===== config.mk =====
export PLATFORM = sky130hd
export DESIGN_NAME = fpsr_unit
export DESIGN_NICKNAME = d
export VERILOG_FILES = /design/src/rtl/fpsr_pkg.sv /design/src/rtl/fpsr_write_merge.sv /design/src/rtl/fpsr_op_update.sv /design/src/rtl/fpsr_unit.sv
export SDC_FILE = /design/constraint.sdc
export NUM_CORES = 1
export LEC_CHECK = 0
export ABC_CLOCK_PERIOD_IN_PS = 2850
export BUFFER_PORTS_ARGS = -buffer_cell sky130_fd_sc_hd__buf_2
export CORE_ASPECT_RATIO = 0.8
export CORE_MARGIN = 4
export CORE_UTILIZATION = 48
export CTS_BUF_LIST = sky130_fd_sc_hd__clkbuf_8
export DETAILED_ROUTE_END_ITERATION = 8
export GPL_TIMING_DRIVEN = 0
export MAX_ROUTING_LAYER = met4
export PLACE_DENSITY = 0.93
export SLEW_MARGIN = 20
export SYNTH_ARGS = -nofsm -noshare
export SYNTH_HDL_FRONTEND = slang
export SYNTH_HIERARCHICAL = 1
export SYNTH_SLANG_ARGS = --single-unit

===== constraint.sdc =====
create_clock -name clk_i -period 2.85 [get_ports clk_i]
set_input_delay 0.855 -clock clk_i [delete_from_list [all_inputs] [get_ports clk_i]]
set_output_delay 0.855 -clock clk_i [all_outputs]
set_load 0.005 [all_outputs]

===== src/rtl/fpsr_pkg.sv =====
package fpsr_pkg;
  localparam int unsigned WORD_W  = 32;
  localparam int unsigned NUM_EXC = 5;
  localparam int unsigned RM_LSB  = 0;
  localparam int unsigned CAU_LSB = 2;
  localparam int unsigned UNI_BIT = CAU_LSB + NUM_EXC;
  localparam int unsigned DN_BIT  = 8;
  localparam int unsigned EN_LSB  = 10;
  localparam int unsigned FLG_LSB = 26;
  localparam int unsigned SUM_BIT = 31;
  localparam logic [WORD_W-1:0] WR_KEEP_MASK = 32'h7FFF_FF03;

  typedef enum logic [1:0] {
    RND_NEAR_EVEN = 2'd0,
    RND_ZERO      = 2'd1,
    RND_POS_INF   = 2'd2,
    RND_NEG_INF   = 2'd3
  } rnd_mode_e;
endpackage


===== src/rtl/fpsr_write_merge.sv =====
module fpsr_write_merge
  import fpsr_pkg::*;
(
  input  logic [WORD_W-1:0] old_i,
  input  logic              wr_en_i,
  input  logic [WORD_W-1:0] wr_data_i,
  output logic [WORD_W-1:0] word_o
);
  logic [WORD_W-1:0] merged;

  always_comb begin
    merged = (old_i | WR_KEEP_MASK) & {1'b0, wr_data_i[WORD_W-2:0]};
    merged[SUM_BIT] = |merged[FLG_LSB +: NUM_EXC];
    word_o = wr_en_i ? merged : old_i;
  end
endmodule


===== src/rtl/fpsr_op_update.sv =====
module fpsr_op_update
  import fpsr_pkg::*;
(
  input  logic [WORD_W-1:0]  base_i,
  input  logic               op_valid_i,
  input  logic [NUM_EXC-1:0] exc_i,
  input  logic               in_denorm_i,
  input  logic               out_denorm_i,
  output logic [WORD_W-1:0]  word_o,
  output logic               trap_o
);
  logic [NUM_EXC-1:0] en;
  logic [NUM_EXC-1:0] flg_set;
  logic               uni;
  logic [WORD_W-1:0]  upd;

  assign en  = base_i[EN_LSB +: NUM_EXC];
  assign uni = (in_denorm_i | out_denorm_i) & ~base_i[DN_BIT];

  for (genvar k = 0; k < NUM_EXC; k++) begin : g_flag
    assign flg_set[k] = exc_i[k] & ~en[k];
  end

  always_comb begin
    upd = base_i;
    upd[CAU_LSB +: NUM_EXC] = exc_i;
    upd[UNI_BIT] = uni;
    upd[FLG_LSB +: NUM_EXC] = base_i[FLG_LSB +: NUM_EXC] | flg_set;
    upd[SUM_BIT] = |upd[FLG_LSB +: NUM_EXC];
    word_o = op_valid_i ? upd : base_i;
    trap_o = op_valid_i & ((|(exc_i & en)) | uni);
  end
endmodule


===== src/rtl/fpsr_unit.sv =====
module fpsr_unit
  import fpsr_pkg::*;
#(
  parameter int unsigned TRAP_CODE   = 21,
  parameter int unsigned TRAP_CODE_W = 5
) (
  input  logic                   clk_i,
  input  logic                   rst_ni,
  input  logic                   op_valid_i,
  input  logic [NUM_EXC-1:0]     exc_i,
  input  logic                   in_denorm_i,
  input  logic                   out_denorm_i,
  input  logic [WORD_W-1:0]      result_i,
  input  logic                   wr_en_i,
  input  logic [WORD_W-1:0]      wr_data_i,
  output logic [WORD_W-1:0]      status_o,
  output logic [1:0]             rnd_mode_o,
  output logic                   trap_o,
  output logic [TRAP_CODE_W-1:0] trap_code_o,
  output logic                   zero_o,
  output logic                   sign_o
);
  logic [WORD_W-1:0] status_q, after_wr, after_op;
  logic              trap_d, trap_q, zero_q, sign_q;

  fpsr_write_merge u_wr (
    .old_i     (status_q),
    .wr_en_i   (wr_en_i),
    .wr_data_i (wr_data_i),
    .word_o    (after_wr)
  );

  fpsr_op_update u_op (
    .base_i       (after_wr),
    .op_valid_i   (op_valid_i),
    .exc_i        (exc_i),
    .in_denorm_i  (in_denorm_i),
    .out_denorm_i (out_denorm_i),
    .word_o       (after_op),
    .trap_o       (trap_d)
  );

  always_ff @(posedge clk_i or negedge rst_ni) begin
    if (!rst_ni) begin
      status_q <= '0;
      trap_q   <= 1'b0;
      zero_q   <= 1'b0;
      sign_q   <= 1'b0;
    end else begin
      status_q <= after_op;
      trap_q   <= trap_d;
      if (op_valid_i) begin
        zero_q <= ~|result_i[WORD_W-2:0];
        sign_q <= result_i[WORD_W-1];
      end
    end
  end

  assign status_o    = status_q;
  assign rnd_mode_o  = status_q[RM_LSB +: 2];
  assign trap_o      = trap_q;
  assign trap_code_o = trap_q ? TRAP_CODE_W'(TRAP_CODE) : '0;
  assign zero_o      = zero_q;
  assign sign_o      = sign_q;

  p_summary_r5: assert property (@(posedge clk_i) disable iff (!rst_ni)
    status_o[SUM_BIT] == (|status_o[FLG_LSB +: NUM_EXC]));

  p_rnd_mirror_r8: assert property (@(posedge clk_i) disable iff (!rst_ni)
    rnd_mode_o == status_o[1:0]);

  p_trap_after_op_r6: assert property (@(posedge clk_i) disable iff (!rst_ni)
    !op_valid_i |=> !trap_o);

  p_trap_code_r6: assert property (@(posedge clk_i) disable iff (!rst_ni)
    trap_o |-> trap_code_o == TRAP_CODE_W'(TRAP_CODE));

  p_idle_stable_r11: assert property (@(posedge clk_i) disable iff (!rst_ni)
    (!op_valid_i && !wr_en_i) |=> $stable(status_o));

  p_flags_sticky_r3: assert property (@(posedge clk_i) disable iff (!rst_ni)
    (op_valid_i && !wr_en_i) |=>
      ((status_o[FLG_LSB +: NUM_EXC] & $past(status_o[FLG_LSB +: NUM_EXC]))
        == $past(status_o[FLG_LSB +: NUM_EXC])));

  p_wr_cause_clear_only_r7: assert property (@(posedge clk_i) disable iff (!rst_ni)
    (wr_en_i && !op_valid_i) |=>
      ((status_o[CAU_LSB +: 6] & ~$past(status_o[CAU_LSB +: 6])) == 6'd0));

  p_flush_no_unimpl_r4: assert property (@(posedge clk_i) disable iff (!rst_ni)
    (op_valid_i && !wr_en_i && status_o[DN_BIT]) |=> !status_o[UNI_BIT]);
endmodule


==> results_dict.tcl <==
set metrics [dict create \
    hold_class "reg -> reg" \
    rsz0062_at_grt "false" \
    cp.arrival_ns 2.06 \
    die_x_um 78.70 \
    post_cts_buffers 0 \
    place_hpwl_um 3894 \
    hold_viol 0 \
    detail_route.vias_per_cell 4.681 \
    crit_chain "buf_6 -> buf_12 -> mux2_4 -> a22oi_1 -> nand2_1 -> o31a_1" \
    cts.sinks 35 \
    cts_hold_buf 0 \
    htree_levels 2 \
    holdPathStages 1 \
    slowest_delay_ns 0.34 \
    clockBufferDepth 2 \
    ys_warn_count 6 \
    fill_cells 316 \
    leakage_nw 1.417 \
    p_per_area_nw_per_um2 460.9 \
    firstDrtPassIters 4 \
    nNetsFinal 353 \
    grt_pass1_vias 1620 \
    synth-seq-cells 35 \
    postSynthCellCount 158 \
    drive_gt1_share_pct 65.34 \
    antenna_cells 0 \
    setup.worst_path.start_class "input port" \
    slew_violations 0 \
    maxCapViolations 0 \
    grt_first_pass_wirelength_um 7755 \
    dieArea_sq_um 5081 \
    cts_resized 0 \
    io_pins 117 \
    areaGrowthSynthToFinish_pct 36.77 \
    final_cell_mix "buf_2, dfrtp_1, buf_4, mux2_4, inv_1" \
    final_cells 332 \
    ys_seq_area_share_pct 45.63 \
    antenna_found_initial 0 \
    crit_path_end_kind "register" \
    path_class "in -> reg" \
    finalClockSkew_ns 0.006836 \
    root_buffer "clkbuf_8" \
    yosysUniqueCellTypes 28 \
    setup_tns_ns 0 \
    route.final.wire_length_um 4844 \
    grt_max_degree 36 \
    setup_viol 0 \
    drc 0 \
    post-route-period-util_pct 66.59 \
    final_antenna_net_count 0 \
    rows 20 \
    post-route-min-period_ns 1.898 \
    ir_worst_vdd_v 0.0003686 \
    clk_pin_slew_ns 0.07 \
    detail_route.iter0.violations 38 \
    cts_tree "done" \
    gr-usage-all-layers_pct 20.52 \
    worstMarginPinSlew_ns 0.7927 \
    avgSynthCellArea_sq_um 12.15 \
    wl_per_cell_um 14.59 \
    numCtsBuffers 5 \
    slew-limit-headroom_pct 47.16 \
    cp.required_ns 3.01 \
    grt_overflow 0 \
    final_common_cell "buf_2" \
    fmax_mhz 526.9 \
    place_inst 326 \
    crit_slowest_cell "mux2_4" \
    gp_congestion 0.8874 \
    crit_fanout 10 \
    io_buffers 112 \
    synthesis.area_sq_um 1919 \
    num_vias 1554 \
    die_height_um 64.56 \
    r2r_cells 4 \
    clock_latency_ns 0.28 \
    status "finished, final reports clean" \
    core-area_sq_um 3829 \
    initial_core_util_pct 50.13 \
]
## per-layer routing
layer / vias to the layer above / global-route usage (%) / wire length, um
met5: - / - / 0
met4: 0 / 5.895 / 71
met3: 9 / 5.139 / 313
met2: 60 / 32.94 / 2308
met1: 729 / 25.89 / 2150
li1: 756 / - / -
## logic make-up after synthesis
| group | after synthesis | share of synthesized area (%) |
|---|---|---|
| buf+inv | 44 | 16.43 |
| mux | 28 | 20.73 |
| simple gates | 28 | 8.539 |
| other cells | 1 | 0.1954 |
| flops | 35 | 45.63 |
| compound gates | 22 | 8.475 |
## final cells by class
class                      count  area [sq um]  share of cell area, %
buffer                        32         270.3                  10.30
clock buffer                   5         68.82                  2.622
clock inverter                 1         3.754                 0.1430
inverter                      12         45.04                  1.716
multi-input combinational     80         732.0                  27.88
sequential                    35         875.8                  33.37
tap                           55         68.82                  2.622
timing repair buffer         112         560.5                  21.35
## through the flow
stage | setup WS, ns | hold slack (ns) | instance area [sq um] | utilization (%) | total power [mW]
after global placement | 0.6768 | 0.4859 | 2552 | 66.67 | 0.8894
final | 0.9521 | 0.5118 | 2625 | 68.56 | 1.210
after floorplan | 0.8094 | 0.5053 | 1923 | - | 0.7568
after detailed placement | 0.6602 | 0.5039 | 2552 | 66.67 | 0.9011
after CTS | 0.9581 | 0.5187 | 2625 | 68.56 | 1.223
after global routing | 0.8883 | 0.5363 | 2625 | 68.56 | 1.283
## final timing paths
check / slack (ns) / to / from
max in group asynchronous: 1.69 / status_o[8]$_DFF_PN0_ / rst_ni
max reg2reg: 1.46 / trap_o$_DFF_PN0_ / status_o[11]$_DFF_PN0_
min in group asynchronous: 0.66 / status_o[5]$_DFF_PN0_ / rst_ni
min: 0.51 / sign_o$_DFFE_PN0P_ / sign_o$_DFFE_PN0P_
min reg2reg: 0.51 / sign_o$_DFFE_PN0P_ / sign_o$_DFFE_PN0P_
max: 0.95 / trap_o$_DFF_PN0_ / wr_en_i
## report_power, final
| group | switching, mW | internal (mW) |
|---|---|---|
| sequential | 0.0242 | 0.545 |
| clock | 0.159 | 0.159 |
| combinational | 0.123 | 0.199 |
## state kept, by name, indices dropped and copies added (netlist names)
| name | count |
|---|---|
| trap_o | 1 |
| zero_o | 1 |
| sign_o | 1 |
| status_o | 32 |
## synthesized netlist by cell type (all sizes together)
master,count,share of area (%)
nor3,2,0.52
o21bai,4,1.6
dfrtp,35,46
mux2,28,21
nor4b,2,1.2
nor2,5,0.98
o22ai,1,0.33
nor4,7,2.3
a2111oi,1,0.78
o31a,1,0.46
a21o,1,0.39
o21ai,4,1.0
conb,1,0.20
buf,32,14
inv,12,2.3
nand4,2,0.65
a22o,1,0.52
nand2,6,1.2
nor2b,4,1.7
a31oi,2,0.65
a22oi,1,0.39
a21boi,6,2.3
## critical path, delay by kind of cell
family                 cells  cell delay, ns
muxes                      1            0.34
and+or+nand+nor            1            0.08
buffers and inverters      2            0.27
AOI/OAI and AO/OA          2            0.50
Power figures use the tool's default switching activity.
